$ cat src/rtl/quad_decoder_fm.sv
module quad_decoder_fm #(
  parameter int W = 16,
  parameter int FAST_STEP = 4
) (
  input  logic         clk,
  input  logic         rst_n,
  input  logic         ch_a,
  input  logic         ch_b,
  input  logic         host_we,
  input  logic [2:0]   host_waddr,
  input  logic [W-1:0] host_wdata,
  input  logic [2:0]   host_raddr,
  output logic [W-1:0] host_rdata
);
  localparam logic [W-1:0] STEP_F = W'(FAST_STEP);
  localparam logic [W-1:0] STEP_N = W'(1);

  logic a_q, b_q, lvl_a, lvl_b, fm_en, in_fast, dir_up, pend_b;
  logic [W-1:0] pos, edge_t, snap_t, tb;

  wire wr_ctrl = host_we && host_waddr == 3'd0;
  wire wr_pos  = host_we && host_waddr == 3'd1;
  wire wr_la   = host_we && host_waddr == 3'd4;
  wire wr_lb   = host_we && host_waddr == 3'd5;
  wire init_cmd = wr_ctrl && host_wdata[1];
  wire snap_cmd = wr_ctrl && host_wdata[2];

  wire trans_a = ch_a ^ a_q;
  wire trans_b = ch_b ^ b_q;
  wire norm_a  = !in_fast && trans_a;
  wire ev_b    = !in_fast && (trans_b || pend_b);
  wire svc_b   = ev_b && !norm_a;
  wire acc_a   = norm_a && (ch_a != lvl_a);
  wire acc_b   = svc_b && (ch_b != lvl_b);
  wire fast_hit = in_fast && trans_a && ch_a;

  wire step_n  = acc_a || acc_b;
  wire step_up = acc_a ? (ch_a ^ lvl_b) : !(ch_b ^ lvl_a);
  wire enter_fast = acc_a && ch_a && fm_en;
  wire leave_fast = fast_hit && !fm_en;
  wire any_edge   = (step_n || fast_hit) && !init_cmd;

  logic [W-1:0] delta;
  always_comb begin
    if (fast_hit) delta = dir_up ? STEP_F : -STEP_F;
    else          delta = step_up ? STEP_N : -STEP_N;
  end

  always_ff @(posedge clk) begin
    if (!rst_n) begin
      a_q <= 1'b0; b_q <= 1'b0; lvl_a <= 1'b0; lvl_b <= 1'b0;
      fm_en <= 1'b0; in_fast <= 1'b0; dir_up <= 1'b0; pend_b <= 1'b0;
      pos <= '0; edge_t <= '0; snap_t <= '0; tb <= '0;
    end else begin
      a_q <= ch_a;
      b_q <= ch_b;
      tb  <= tb + STEP_N;
      if (wr_ctrl) fm_en <= host_wdata[0];
      if (snap_cmd) snap_t <= tb;
      if (init_cmd) begin
        lvl_a <= ch_a;
        lvl_b <= ch_b;
        in_fast <= 1'b0;
        pend_b <= 1'b0;
      end else begin
        pend_b <= ev_b && !svc_b && !enter_fast;
        if (acc_a) lvl_a <= ch_a;
        if (acc_b) lvl_b <= ch_b;
        if (step_n) dir_up <= step_up;
        if (enter_fast) in_fast <= 1'b1;
        if (leave_fast) begin
          in_fast <= 1'b0;
          lvl_b <= ch_b;
        end
        if (any_edge) edge_t <= tb;
      end
      if (wr_la) lvl_a <= host_wdata[W-1];
      if (wr_lb) lvl_b <= host_wdata[W-1];
      if (wr_pos) pos <= host_wdata;
      else if (any_edge) pos <= pos + delta;
    end
  end

  always_comb begin
    case (host_raddr)
      3'd0:    host_rdata = {{(W-3){1'b0}}, dir_up, in_fast, fm_en};
      3'd1:    host_rdata = pos;
      3'd2:    host_rdata = edge_t;
      3'd3:    host_rdata = snap_t;
      3'd4:    host_rdata = {lvl_a, {(W-1){1'b0}}};
      3'd5:    host_rdata = {lvl_b, {(W-1){1'b0}}};
      default: host_rdata = '0;
    endcase
  end
endmodule

$ cat config.mk
export PLATFORM = sky130hd
export DESIGN_NAME = quad_decoder_fm
export DESIGN_NICKNAME = d
export VERILOG_FILES = /design/src/rtl/quad_decoder_fm.sv
export SDC_FILE = /design/constraint.sdc
export NUM_CORES = 1
export LEC_CHECK = 0
export ABC_AREA = 1
export BUFFER_PORTS_ARGS = -buffer_cell sky130_fd_sc_hd__buf_4
export CAP_MARGIN = 20
export CORE_MARGIN = 2
export CORE_UTILIZATION = 30
export CTS_CLUSTER_SIZE = 25
export DETAILED_ROUTE_END_ITERATION = 16
export PLACE_DENSITY = 0.54
export SLEW_MARGIN = 0
export SYNTH_ARGS = -nofsm -noshare
export SYNTH_HDL_FRONTEND = slang
export SYNTH_SLANG_ARGS = --single-unit
export TNS_END_PERCENT = 30
$ cat constraint.sdc
create_clock -name clk -period 3.5 [get_ports clk]
set_input_delay 0.7 -clock clk [delete_from_list [all_inputs] [get_ports clk]]
set_output_delay 0.7 -clock clk [all_outputs]
set_load 0.01 [all_outputs]
## Yosys cells after proc, flatten, opt, wreduce, memory -nomap -nowiden

Index checks and enable logic that the tools add are counted.

| storage, ports and cells | value |
|---|---|
| output and inout port bits | 16 |
| bits of input ports | 27 |
| word-level logic and storage cells | 82 |
| bits in registers | 72 |

| cells by class | value |
|---|---|
| equality and inequality tests | 10 |
| add/subtract/negate cells | 2 |
| reductions and logical operators | 38 |
| bitwise gates (word level) | 6 |
| mux-type cells | 14 |

Operators with widths:

| kind | number |
|---|---|
| one-hot mux 16 bit (6 select lines) | 1 |
| 2-to-1 mux 16 bit | 5 |
| logical AND 1 bit | 19 |
| adder 16 x 1 -> 16 bit, second input constant | 1 |
| adder 16 bit | 1 |
| equality test 3 bit, second input constant | 4 |
| 2-to-1 mux 1 bit | 8 |
| zero test 1 bit | 7 |
| equality test 3 x 1 -> 1 bit, second input constant | 2 |
| equality test 3 x 2 -> 1 bit, second input constant | 2 |
| zero test 3 bit | 2 |
| AND reduction 2 bit | 2 |
| nonzero test 4 bit | 1 |
| bitwise XOR 1 bit | 4 |
| logical OR 1 bit | 3 |
| nonzero test 3 bit | 1 |
| OR reduction 3 bit | 1 |
| != test 1 bit | 2 |
| inverter 1 bit | 2 |
| nonzero test 2 bit | 1 |
| OR reduction 2 bit | 1 |

## Depth between registers and ports, before layout

Gate-level depths: netlist of the first run.

| logic depth | value |
|---|---|
| word-level depth | 10 |
| gate-level depth with buffers | 19 |
| gate-level depth less buffers | 19 |

## Worst setup path after synthesis of the first run

No wires, ideal clock.

| timing | value |
|---|---|
| kind | input to register |
| from | input port ch_a |
| to | register pos[13] |
| buffers on the path | 0 |
| cell stages on the path | 18 |
| data arrival time | 2.796 ns |
| library setup time | 0.128 ns |
| data required time | 3.372 ns |
| setup slack | 0.576 ns |
| path through | inv_1 nand2_1 nand2_1 nor2_1 nand2_1 nand3_2 nand2_1 ha_1 nand2_1 nor2_1 nand4_1 or2_2 nand2_1 nand2_1 nand2_2 nor2_2 nor2_1 nor2_1 |

| on the way | value |
|---|---|
| cells in the longest elaborated chain, start to end | 9 |
| elaborated cells on any way between the ends | 20 |
| those cells by class | add/sub: 1; eq/ne: 1; mux: 5; bitwise: 2; reduce/logical: 11 |

Ends and longest elaborated chain:

| item | RTL line | RTL |
|---|---|---|
| start, declared | 7 | `input logic ch_a,` |
| bitwise XOR 1 bit | 28 | `wire trans_a = ch_a ^ a_q;` |
| logical AND 1 bit | 30 | `wire norm_a = !in_fast && trans_a;` |
| logical AND 1 bit / zero test 1 bit (equally long branches) | 33, 32 |  |
| 2-to-1 mux 1 bit / logical AND 1 bit (equally long branches) | 38, 32 |  |
| 2-to-1 mux 16 bit / logical AND 1 bit (equally long branches) | 46, 34 |  |
| 2-to-1 mux 16 bit / logical OR 1 bit (equally long branches) | 45, 37 |  |
| adder 16 bit / logical OR 1 bit (equally long branches) | 80, 41 |  |
| 2-to-1 mux 16 bit / logical AND 1 bit (equally long branches) | 80, 41 |  |
| 2-to-1 mux 16 bit / nonzero test 2 bit (equally long branches) | -- |  |
| end signal, assigned | 79 | `if (wr_pos) pos <= host_wdata;` |
| end signal, assigned | 80 | `else if (any_edge) pos <= pos + delta;` |
| end, declared | 19 | `logic [W-1:0] pos, edge_t, snap_t, tb;` |

Parallel ways exist; a longest one is shown, timed or not. The select of a mux whose other input is x is not followed.
A chain may end at the register's enable or synchronous reset.

## Final worst setup path of the first run

| timing | value |
|---|---|
| from | input port ch_a |
| to | register pos[14] |

The elaborated chain is that of the path after synthesis.

==> flow_summary_export.csv, run 1 <==
group,metric,value,unit
run_status,status,"finished, final reports clean",
worst_hold_path,hold_path_class,"flip-flop to flip-flop",
placed_design,dp_slack,0.145,ns
sta,slew_violations,0,
finish,antenna-diode-count,0,
global_routing,grt_pass1_vias,4008,
clock_network,insertion_delay,0.33,ns
finish,layout.nets,710,
worst_setup_path,worstSetupEndpoint,"pos[14]$_SDFFE_PN0P_",
floorplanning,die_h,122,microns
placed_design,place_hpwl,8.65,mm
floorplanning,io_pins,43,
worst_setup_path,crit_buf_inv,4,
clock_network,ctsResizeCount,0,
clock_network,path_clk_slew,0.06,ns
global_routing,met1_usage,20.8,%
worst_setup_path,cp-startpoint,"ch_a",
placed_design,numPortBuffers,42,
synth,yosys.area.top_type_share,34.4,%
floorplanning,dieArea,14900,sq um
synth,syn_nets,666,
worst_setup_path,slowest_delay,0.40,ns
drt,initialDrtViolationCount,173,
synth,synth_edf_count,0,
clock_network,ctsHoldBuffers,0,
synth,synth_area_leader_cell,"dfxtp_1",
worst_setup_path,crit_family,"simple AND/OR/NAND/NOR gates",
worst_setup_path,reg2reg_to,"pos[14]$_SDFFE_PN0P_",
drt,drc_errors,0,
floorplanning,core_area,13800,sq um
finish,syn_to_final_growth,20.1,%
clock_network,clock_tree.root_cell,"clkbuf_16",
sta,setup_viol,0,
drt,num_vias,4101,
drt,drtPass1Iterations,4,
clock_network,cts-htree-levels,3,
worst_setup_path,reg2reg_slack,0.61,ns
global_routing,grt_pass1_wl,19.3,mm
clock_network,cts_tree,"yes",
job,drv_cap,0,
finish,mostFrequentLayoutCells,"nand2_1, dfxtp_1, nor2_1",
finish,layout_commonest_cell,"nand2_1",
sta,final.period_utilization,85.4,%
global_routing,grt_util_met3,1.83,%
drt,viasPerCell,4.82,
sta,tightest_slew,0.607,ns
global_routing,grt_overflow,0,
worst_setup_path,path_class,"primary input to flip-flop",
finish,final_cells,850,
worst_setup_path,start_kind,"primary input",
worst_setup_path,rr_worst_depth,20,
finish,layout-drive-gt1-share,13.1,%
floorplanning,die_w,122,microns
sta,min_period,2.99,ns
global_routing,busiest_layer,"met2",
worst_setup_path,crit_required,3.72,ns
sta,rsz0062_at_grt,"no",
synth,yosysSeqAreaShare,34.4,%
floorplanning,rows,43,
synth,synth_area,4190,sq um
worst_setup_path,path_depth,21,
clock_network,post_cts_buffers,0,
synth,async_reset_ff_share,0,%
drt,wl_per_cell,13.6,microns
worst_hold_path,holdPathStages,2,
power_and_ir_drop,power.density,542,nW/um^2
synth,ys_warn_count,0,
power_and_ir_drop,total_power,2730,uW
placed_design,dp.cells,834,
global_routing,grt_max_degree,35,
worst_setup_path,crit_chain,"buf_4 > inv_1 > nand2_1 > nand2_1 > nor2_1 > nand2_1 > nand3_2 > nand2_1 > buf_4 > ha_1 > nand2_1 > inv_1 > nand3_1 > nor3_1 > o21ai_0 > nand2_1 > nand2_1 > nand2_2 > nor2_1 > nor2_1 > nor2_1",
global_routing,grt_use_total,16.4,%
worst_setup_path,cp-end-kind,"flip-flop",
synth,synthCells,621,
drt,ant_nets,0,
power_and_ir_drop,power_leakage,0.00215,uW
sta,hold_viol_final,0,
global_routing,met2_usage,28.2,%
synth,synth_area_leaders,"dfxtp_1, nand2_1, a21oi_1, nor2_1, o21ai_0",
synth,ys_ff_latch,72,
power_and_ir_drop,ir_drop,0.000259,V
clock_network,cts_buffers,9,
synth,synth_flop_cell,"dfxtp_1",
sta,max_slew_margin,59.5,%
synth,avgSynthCellArea,6.75,sq um
floorplanning,initial_core_util,30.4,%
clock_network,cts.sinks,72,
worst_setup_path,crit_slowest_cell,"ha_1",
finish,final_util,36.5,%
sta,timing.fmax,335,MHz
synth,yosysUniqueCellTypes,39,
global_routing,antenna_found_initial,0,
sta,setup_ws,0.512,ns
worst_setup_path,critPathMaxFanout,8,
sta,finalClockSkew,0.00523,ns
worst_setup_path,r2r-start,"lvl_a$_SDFFE_PN0P_",
worst_setup_path,worst_path_most_repeated_cell,"nand2_1",
worst_setup_path,crit_arrival,3.20,ns
clock_network,cts_buffer_depth,2,
drt,wl,11.6,mm
finish,fill_cells,1503,
placed_design,gp_congestion,0.868,
sta,setup_tns,0,ns
==> registers in the layout, summed over array words and instances, names as in the netlist, 16 cells and up <==
register and flops:
tb 16, snap_t 16, pos 16, edge_t 16
==> where the power goes <==
group          total, uW  leakage (uW)  switching (uW)  internal [uW]
Clock               1000      0.000153             373            630
Sequential           946      0.000587            55.7            891
Combinational        779       0.00141             492            287
Total               2730       0.00215             921           1810
==> metrics by stage <==
stage / area, sq um / hold WS [ns]
final: 5030 / 0.461
after global routing: 5030 / 0.484
after CTS: 5030 / 0.463
after detailed placement: 4700 / 0.453
after global placement: 4700 / 0.448
after floorplan: 4190 / 0.439
==> layout make-up <==
cell class	count	area [sq um]	share of cell area (%)
clock buffers	9	225	4.48
clock inverters	7	101	2.01
inverters	70	263	5.22
multi-input cells	462	2400	47.7
well taps	180	225	4.48
flip-flops and latches	72	1440	28.6
repair buffers	50	375	7.46
==> layer usage <==
layer	routed length (microns)	part of all wire (%)
met1	5400	47
met5	0	0
met4	216	1.9
met2	5560	48
met3	387	3.3
==> logic make-up after synthesis <==
| logic type | synth area share (%) |
|---|---|
| adders and majority gates | 5.56 |
| DFF | 34.4 |
| and+or+nand+nor | 30.0 |
| buffers and inverters | 8.30 |
| AOI/OAI and AO/OA | 19.5 |
| xor gates and xnor gates | 2.30 |
==> how the worst min path moves through the flow <==
stage          slack, ns                       to               startpoint
2_1_floorplan       0.44         tb[0]$_SDFF_PN0_         tb[0]$_SDFF_PN0_
3_3_place_gp        0.45   snap_t[5]$_SDFFE_PN0P_   snap_t[5]$_SDFFE_PN0P_
3_5_place_dp        0.45  snap_t[10]$_SDFFE_PN0P_  snap_t[10]$_SDFFE_PN0P_
4_1_cts             0.46  snap_t[10]$_SDFFE_PN0P_  snap_t[10]$_SDFFE_PN0P_
5_1_grt             0.48   snap_t[0]$_SDFFE_PN0P_   snap_t[0]$_SDFFE_PN0P_
6_report            0.46  snap_t[13]$_SDFFE_PN0P_  snap_t[13]$_SDFFE_PN0P_
==> synth_stat cells, types with 5 or more instances <==
library cell / n
xor2_1: 6
a21oi_1: 62
dfxtp_1: 72
inv_1: 63
nor3_1: 11
nand2_1: 142
a21boi_0: 7
inv_2: 6
a22oi_1: 16
o21ai_0: 48
nand3_1: 41
clkbuf_1: 10
buf_2: 5
ha_1: 17
xnor2_1: 5
nor2_1: 71
==> worst min-delay path, stage by stage (launching register included) <==
cell and delay (ns):
dfxtp_1 0.31, nand2_1 0.06, a21oi_1 0.05
No activity file was read; power rests on OpenSTA's default activity.
==> run 2, diff against run 1 <==
--- a/config.mk
+++ b/config.mk
@@ -8,11 +8,13 @@
 export ABC_AREA = 1
 export BUFFER_PORTS_ARGS = -buffer_cell sky130_fd_sc_hd__buf_4
 export CAP_MARGIN = 20
+export CELL_PAD_IN_SITES_DETAIL_PLACEMENT = 0
+export CELL_PAD_IN_SITES_GLOBAL_PLACEMENT = 1
 export CORE_MARGIN = 2
-export CORE_UTILIZATION = 30
+export CORE_UTILIZATION = 42
 export CTS_CLUSTER_SIZE = 25
 export DETAILED_ROUTE_END_ITERATION = 16
-export PLACE_DENSITY = 0.54
+export PLACE_DENSITY = 0.87
 export SLEW_MARGIN = 0
 export SYNTH_ARGS = -nofsm -noshare
 export SYNTH_HDL_FRONTEND = slang
==> run 2 against run 1 <==
Net effect:
- global-route usage is 5.1 points higher
- maximum frequency grew 2.2%
- sequential share of layout area rose by 1.2 points
- flip-flop and latch count unchanged
- non-clock buffer count is 2 lower
- via count up 1.6%
- cell count is 5.8% lower
- clock skew up 0.0024 ns
- count of clock-buffer cells in the layout increased by 2
- critical path depth fell by 2
- die area decreased by 28%
- core utilization grew 13 points
==> flow_summary_export.csv, run 2 (same netlist as run 1, synthesis figures left out) <==
group,metric,value,unit
sta,finalClockSkew,0.00759,ns
floorplanning,core_area,9730,sq um
sta,final.period_utilization,83.6,%
run_status,status,"finished, final reports clean",
worst_hold_path,min_from,"snap_t[5]$_SDFFE_PN0P_",
floorplanning,initial_core_util,43.1,%
finish,multi_input_area,2400,sq um
clock_network,cts_buffer_depth,2,
power_and_ir_drop,switching_share,36.7,%
global_routing,met1_usage,29.8,%
power_and_ir_drop,clkPwrFrac,28.7,%
global_routing,antenna_found_initial,0,
clock_network,cts_buffers,9,
clock_network,path_clk_slew,0.08,ns
power_and_ir_drop,total_power,2410,uW
worst_setup_path,crit_chain,"buf_4 > inv_1 > nand2_1 > nand2_1 > nor2_1 > nand2_1 > nand3_2 > nand2_1 > ha_1 > nand2_1 > nor2_1 > nand4_1 > or2_2 > nand2_1 > nand2_1 > nand2_2 > nor2_2 > nor2_1 > nor2_1",
clock_network,cts-htree-levels,3,
worst_setup_path,cp-end-kind,"flip-flop",
power_and_ir_drop,ir_drop,0.000213,V
global_routing,met2_usage,34.9,%
clock_network,ctsHoldBuffers,0,
global_routing,grt_pass1_wl,19.2,mm
sta,slew_violations,0,
global_routing,busiest_layer,"met2",
finish,layout.area.seq,1440,sq um
finish,layout_commonest_cell,"nand2_1",
worst_setup_path,path_class,"primary input to flip-flop",
power_and_ir_drop,p_switching,885,uW
clock_network,cts.sinks,72,
placed_design,numPortBuffers,42,
floorplanning,die_h,104,microns
global_routing,grt_util_met3,3.32,%
power_and_ir_drop,power.density,499,nW/um^2
finish,final_util,49.7,%
worst_setup_path,crit_required,3.71,ns
worst_setup_path,slowest_delay,0.42,ns
drt,drc_errors,0,
drt,ant_nets,0,
finish,mostFrequentLayoutCells,"nand2_1, dfxtp_1, nor2_1",
placed_design,place_hpwl,8.24,mm
finish,layout-drive-gt1-share,12.7,%
sta,hold_viol_final,0,
finish,layout.nets,708,
job,drv_cap,0,
sta,setup_tns,0,ns
global_routing,grt_max_degree,35,
worst_setup_path,cp-startpoint,"ch_a",
worst_setup_path,r2r-start,"lvl_a$_SDFFE_PN0P_",
drt,viasPerCell,5.20,
sta,tightest_slew,0.800,ns
worst_hold_path,hold_path_class,"flip-flop to flip-flop",
sta,min_period,2.92,ns
clock_network,ctsResizeCount,0,
finish,fill_cells,1009,
clock_network,post_cts_buffers,0,
global_routing,grt_overflow,0,
clock_network,cts_tree,"yes",
worst_setup_path,start_kind,"primary input",
worst_setup_path,crit_buf_inv,2,
worst_setup_path,critPathMaxFanout,8,
drt,wl_per_cell,14.1,microns
floorplanning,io_pins,43,
worst_setup_path,crit_slowest_cell,"ha_1",
power_and_ir_drop,combPwrFrac,32.1,%
finish,antenna-diode-count,0,
drt,drtPass1Iterations,4,
worst_setup_path,crit_arrival,3.13,ns
power_and_ir_drop,p_int,1530,uW
worst_setup_path,crit_family,"simple AND/OR/NAND/NOR gates",
clock_network,insertion_delay,0.34,ns
drt,num_vias,4168,
floorplanning,die_w,104,microns
floorplanning,dieArea,10800,sq um
global_routing,grt_use_total,21.5,%
sta,rsz0062_at_grt,"no",
drt,wl,11.3,mm
sta,timing.fmax,342,MHz
power_and_ir_drop,seqPwrFrac,39.2,%
placed_design,gp_congestion,0.866,
power_and_ir_drop,power_leakage,0.00209,uW
finish,syn_to_final_growth,15.4,%
worst_setup_path,worst_path_most_repeated_cell,"nand2_1",
floorplanning,rows,36,
global_routing,grt_pass1_vias,3928,
drt,initialDrtViolationCount,182,
clock_network,clock_tree.root_cell,"clkbuf_8",
sta,setup_viol,0,
sta,max_slew_margin,46.5,%
-- run 2: changes by cell type in the layout (fill, tap and decap cells not counted), sizes merged --
cell	delta
clkinvlp	-1
buf	-2
bufinv	-1
clkbuf	+2
-- run 2: layout make-up --
class                   count  area share (%)
flip-flops and latches     72            29.8
well taps                 133            3.44
clock buffers              11            2.92
clock inverters             5            1.32
repair buffers             48            7.45
inverters                  70            5.43
multi-input cells         462            49.6
-- run 2: power groups by stage --
stage,clock network (uW),logic [uW],registers [uW]
final,692,775,946
after global routing,748,888,955
after detailed placement,0,766,963
after global placement,0,757,961
after CTS,706,771,944
after floorplan,0,581,943
-- run 2: worst paths after layout --
check                            to  slack, ns  cells past startpoint
max            pos[13]$_SDFFE_PN0P_       0.58                     19
min          snap_t[5]$_SDFFE_PN0P_       0.46                      2
max reg2reg    pos[13]$_SDFFE_PN0P_       0.66                     18
min reg2reg  snap_t[5]$_SDFFE_PN0P_       0.46                      2
-- run 2: worst register-to-register path: stages (launching register included) --
cell and delay (ns):
dfxtp_1 0.42, inv_2 0.06, nand2_1 0.10, nand2_1 0.07
nand3_2 0.11, nand2_1 0.09, nand3_2 0.11, nand2_1 0.21
ha_1 0.43, nand2_1 0.13, nor2_1 0.20, nand4_1 0.10
or2_2 0.30, nand2_1 0.09, nand2_1 0.06, nand2_2 0.06
nor2_2 0.03, nor2_1 0.08, nor2_1 0.04
-- run 2: stage by stage --
stage / worst slack [ns] / instance area (sq um) / hold WS [ns] / std cells
3_5_place_dp: 0.239 / 4630 / 0.452 / 785
4_1_cts: 0.588 / 4840 / 0.464 / 801
2_1_floorplan: 0.576 / 4190 / 0.439 / 621
6_report: 0.576 / 4840 / 0.465 / 801
5_1_grt: 0.262 / 4840 / 0.484 / 801
3_3_place_gp: 0.341 / 4630 / 0.448 / 785
-- run 2: per-layer routing --
layer / part of all wire [%] / routed length [microns]
met5: 0 / 0
met4: 1.3 / 147
met1: 49 / 5540
met2: 46 / 5140
met3: 4.0 / 447
==> run 3, diff against run 2 <==
==> constraint.sdc (replaced) <==
create_clock -name clk -period 2.75 [get_ports clk]
set_input_delay 0.55 -clock clk [delete_from_list [all_inputs] [get_ports clk]]
set_output_delay 0.55 -clock clk [all_outputs]
set_load 0.01 [all_outputs]
==> run 3 against run 2 <==
Net effect:
- non-clock buffer count rose by 39
- via count is 3.5% higher
- wire length grew 3.3%
- clock skew rose by 0.0072 ns
- register-to-register slack worse by 0.50 ns
- critical endpoint is now pos[12]$_SDFFE_PN0P_
- critical path depth unchanged
==> flow_summary_export.csv, run 3 (same netlist as run 1, synthesis figures left out) <==
group,metric,value,unit
floorplanning,die_h,104,microns
sta,rsz0062_at_grt,"yes",
worst_setup_path,start_kind,"flip-flop",
finish,layout_commonest_cell,"nand2_1",
power_and_ir_drop,total_power,3220,uW
worst_setup_path,crit_arrival,2.81,ns
global_routing,grt_use_total,22.3,%
worst_setup_path,crit_family,"simple AND/OR/NAND/NOR gates",
finish,layout.nets,747,
sta,min_period,2.59,ns
drt,drtPass1Iterations,4,
finish,mostFrequentLayoutCells,"nand2_1, buf_4, nor2_1, dfxtp_1, inv_1",
worst_setup_path,cp-end-kind,"flip-flop",
placed_design,place_area,4930,sq um
sta,max_slew_margin,58.7,%
worst_setup_path,worstSetupEndpoint,"pos[12]$_SDFFE_PN0P_",
worst_setup_path,slowest_delay,0.36,ns
worst_setup_path,critPathMaxFanout,12,
power_and_ir_drop,power.density,625,nW/um^2
worst_setup_path,worst_path_most_repeated_cell,"nand2_1",
global_routing,antenna_found_initial,0,
clock_network,ctsHoldBuffers,0,
global_routing,grt_pass1_wl,20.0,mm
drt,viasPerCell,5.13,
placed_design,dp.cells,824,
floorplanning,rows,36,
worst_hold_path,hold_path_class,"primary input to flip-flop",
worst_setup_path,crit_buf_inv,2,
finish,antenna-diode-count,0,
worst_setup_path,crit_slowest_cell,"dfxtp_2",
finish,final_area,5140,sq um
worst_setup_path,crit_required,2.97,ns
worst_setup_path,r2r-start,"lvl_a$_SDFFE_PN0P_",
drt,wl,11.6,mm
drt,ant_nets,0,
clock_network,path_clk_slew,0.09,ns
drt,wl_per_cell,13.9,microns
placed_design,numPortBuffers,42,
floorplanning,core_area,9730,sq um
clock_network,insertion_delay,0.35,ns
worst_setup_path,crit_chain,"inv_2 > nand2_1 > o21ai_0 > nand2_1 > nand3_2 > nand2_4 > ha_1 > nand2_1 > buf_4 > nor2_1 > nand2_1 > nand2_1 > nand3_1 > nand2_1 > nand2_1 > nand2_1 > nor2_1 > nor2_1 > nor2_1",
drt,drc_errors,0,
finish,final_cells,840,
clock_network,cts-htree-levels,3,
sta,timing.fmax,386,MHz
clock_network,cts.sinks,72,
clock_network,cts_buffer_depth,2,
sta,final.period_utilization,94.2,%
floorplanning,die_w,104,microns
worst_setup_path,rr_worst_depth,19,
finish,layout-drive-gt1-share,19.0,%
power_and_ir_drop,ir_drop,0.000332,V
sta,hold_ws,0.426,ns
power_and_ir_drop,power_leakage,0.00226,uW
global_routing,grt_max_degree,35,
sta,finalClockSkew,0.0148,ns
global_routing,grt_overflow,0,
worst_setup_path,cp-startpoint,"lvl_a$_SDFFE_PN0P_",
placed_design,gp_congestion,0.956,
sta,tightest_slew,0.618,ns
drt,initialDrtViolationCount,181,
placed_design,place_hpwl,8.63,mm
job,drv_cap,0,
finish,fill_cells,1002,
finish,syn_to_final_growth,22.8,%
global_routing,grt_pass1_vias,4143,
worst_setup_path,reg2reg_slack,0.16,ns
worst_setup_path,path_depth,19,
floorplanning,dieArea,10800,sq um
sta,setup_viol,0,
floorplanning,io_pins,43,
floorplanning,initial_core_util,43.1,%
sta,slew_violations,0,
run_status,status,"finished, final reports clean",
worst_setup_path,reg2reg_to,"pos[12]$_SDFFE_PN0P_",
clock_network,cts_tree,"yes",
worst_setup_path,path_class,"flip-flop to flip-flop",
clock_network,cts_buffers,9,
drt,num_vias,4313,
sta,hold_viol_final,0,
clock_network,clock_tree.root_cell,"clkbuf_8",
==> run 3: power by group <==
part | leakage [uW] | internal, uW | switching (uW)
sequential | 0.000588 | 1130 | 69.2
clock | 0.0000839 | 339 | 431
combinational | 0.00159 | 550 | 696
==> run 3: final cells by class <==
cell class / count / area, sq um / share of cell area [%]
multi-input combinational: 462 / 2440 / 47.4
sequential: 72 / 1440 / 28.1
timing repair buffer: 87 / 653 / 12.7
inverter: 70 / 263 / 5.11
tap: 133 / 166 / 3.23
clock buffer: 10 / 128 / 2.48
clock inverter: 6 / 50.0 / 0.973
==> run 3: how the worst min path moves through the flow <==
stage	start	endpoint	depth (start not counted)
6_report	ch_a	a_q$_SDFF_PN0_	3
2_1_floorplan	tb[0]$_SDFF_PN0_	tb[0]$_SDFF_PN0_	1
3_3_place_gp	snap_t[2]$_SDFFE_PN0P_	snap_t[2]$_SDFFE_PN0P_	2
5_1_grt	ch_a	a_q$_SDFF_PN0_	3
3_5_place_dp	snap_t[4]$_SDFFE_PN0P_	snap_t[4]$_SDFFE_PN0P_	2
4_1_cts	ch_a	a_q$_SDFF_PN0_	3
==> run 3: stage by stage <==
| step | utilization [%] | TNS, ns | setup WS, ns |
|---|---|---|---|
| after floorplan | - | 0 | 0.110 |
| after global placement | 50.6 | -1.07 | -0.191 |
| after detailed placement | 50.6 | -1.30 | -0.185 |
| after CTS | 52.5 | 0 | 0.0862 |
| after global routing | 52.9 | -0.0530 | -0.0429 |
| final | 52.9 | 0 | 0.160 |
==> run 3: repair_timing <==
item                       4_1_cts  5_1_grt
setup endpoints to repair        0       11
setup buffers                    0        0
resized for setup                0       13
==> run 3: layer usage <==
metal / up-vias / part of all wire (%) / GRT usage [%]
met5: - / 0 / 0
met4: 0 / 1.5 / 4.73
met3: 19 / 3.9 / 4.45
met2: 85 / 45 / 35.6
met1: 1998 / 49 / 31.5
li1: 2211 / - / -
==> run 3: worst reg2reg max path, stage by stage (launching register included) <==
cell and delay (ns):
dfxtp_2 0.36, inv_2 0.06, nand2_1 0.08, o21ai_0 0.18, nand2_1 0.11, nand3_2 0.11, nand2_4 0.12, ha_1 0.36
nand2_1 0.10, buf_4 0.14, nor2_1 0.09, nand2_1 0.06, nand2_1 0.13, nand3_1 0.12, nand2_1 0.08, nand2_1 0.05
nand2_1 0.09, nor2_1 0.06, nor2_1 0.10, nor2_1 0.04
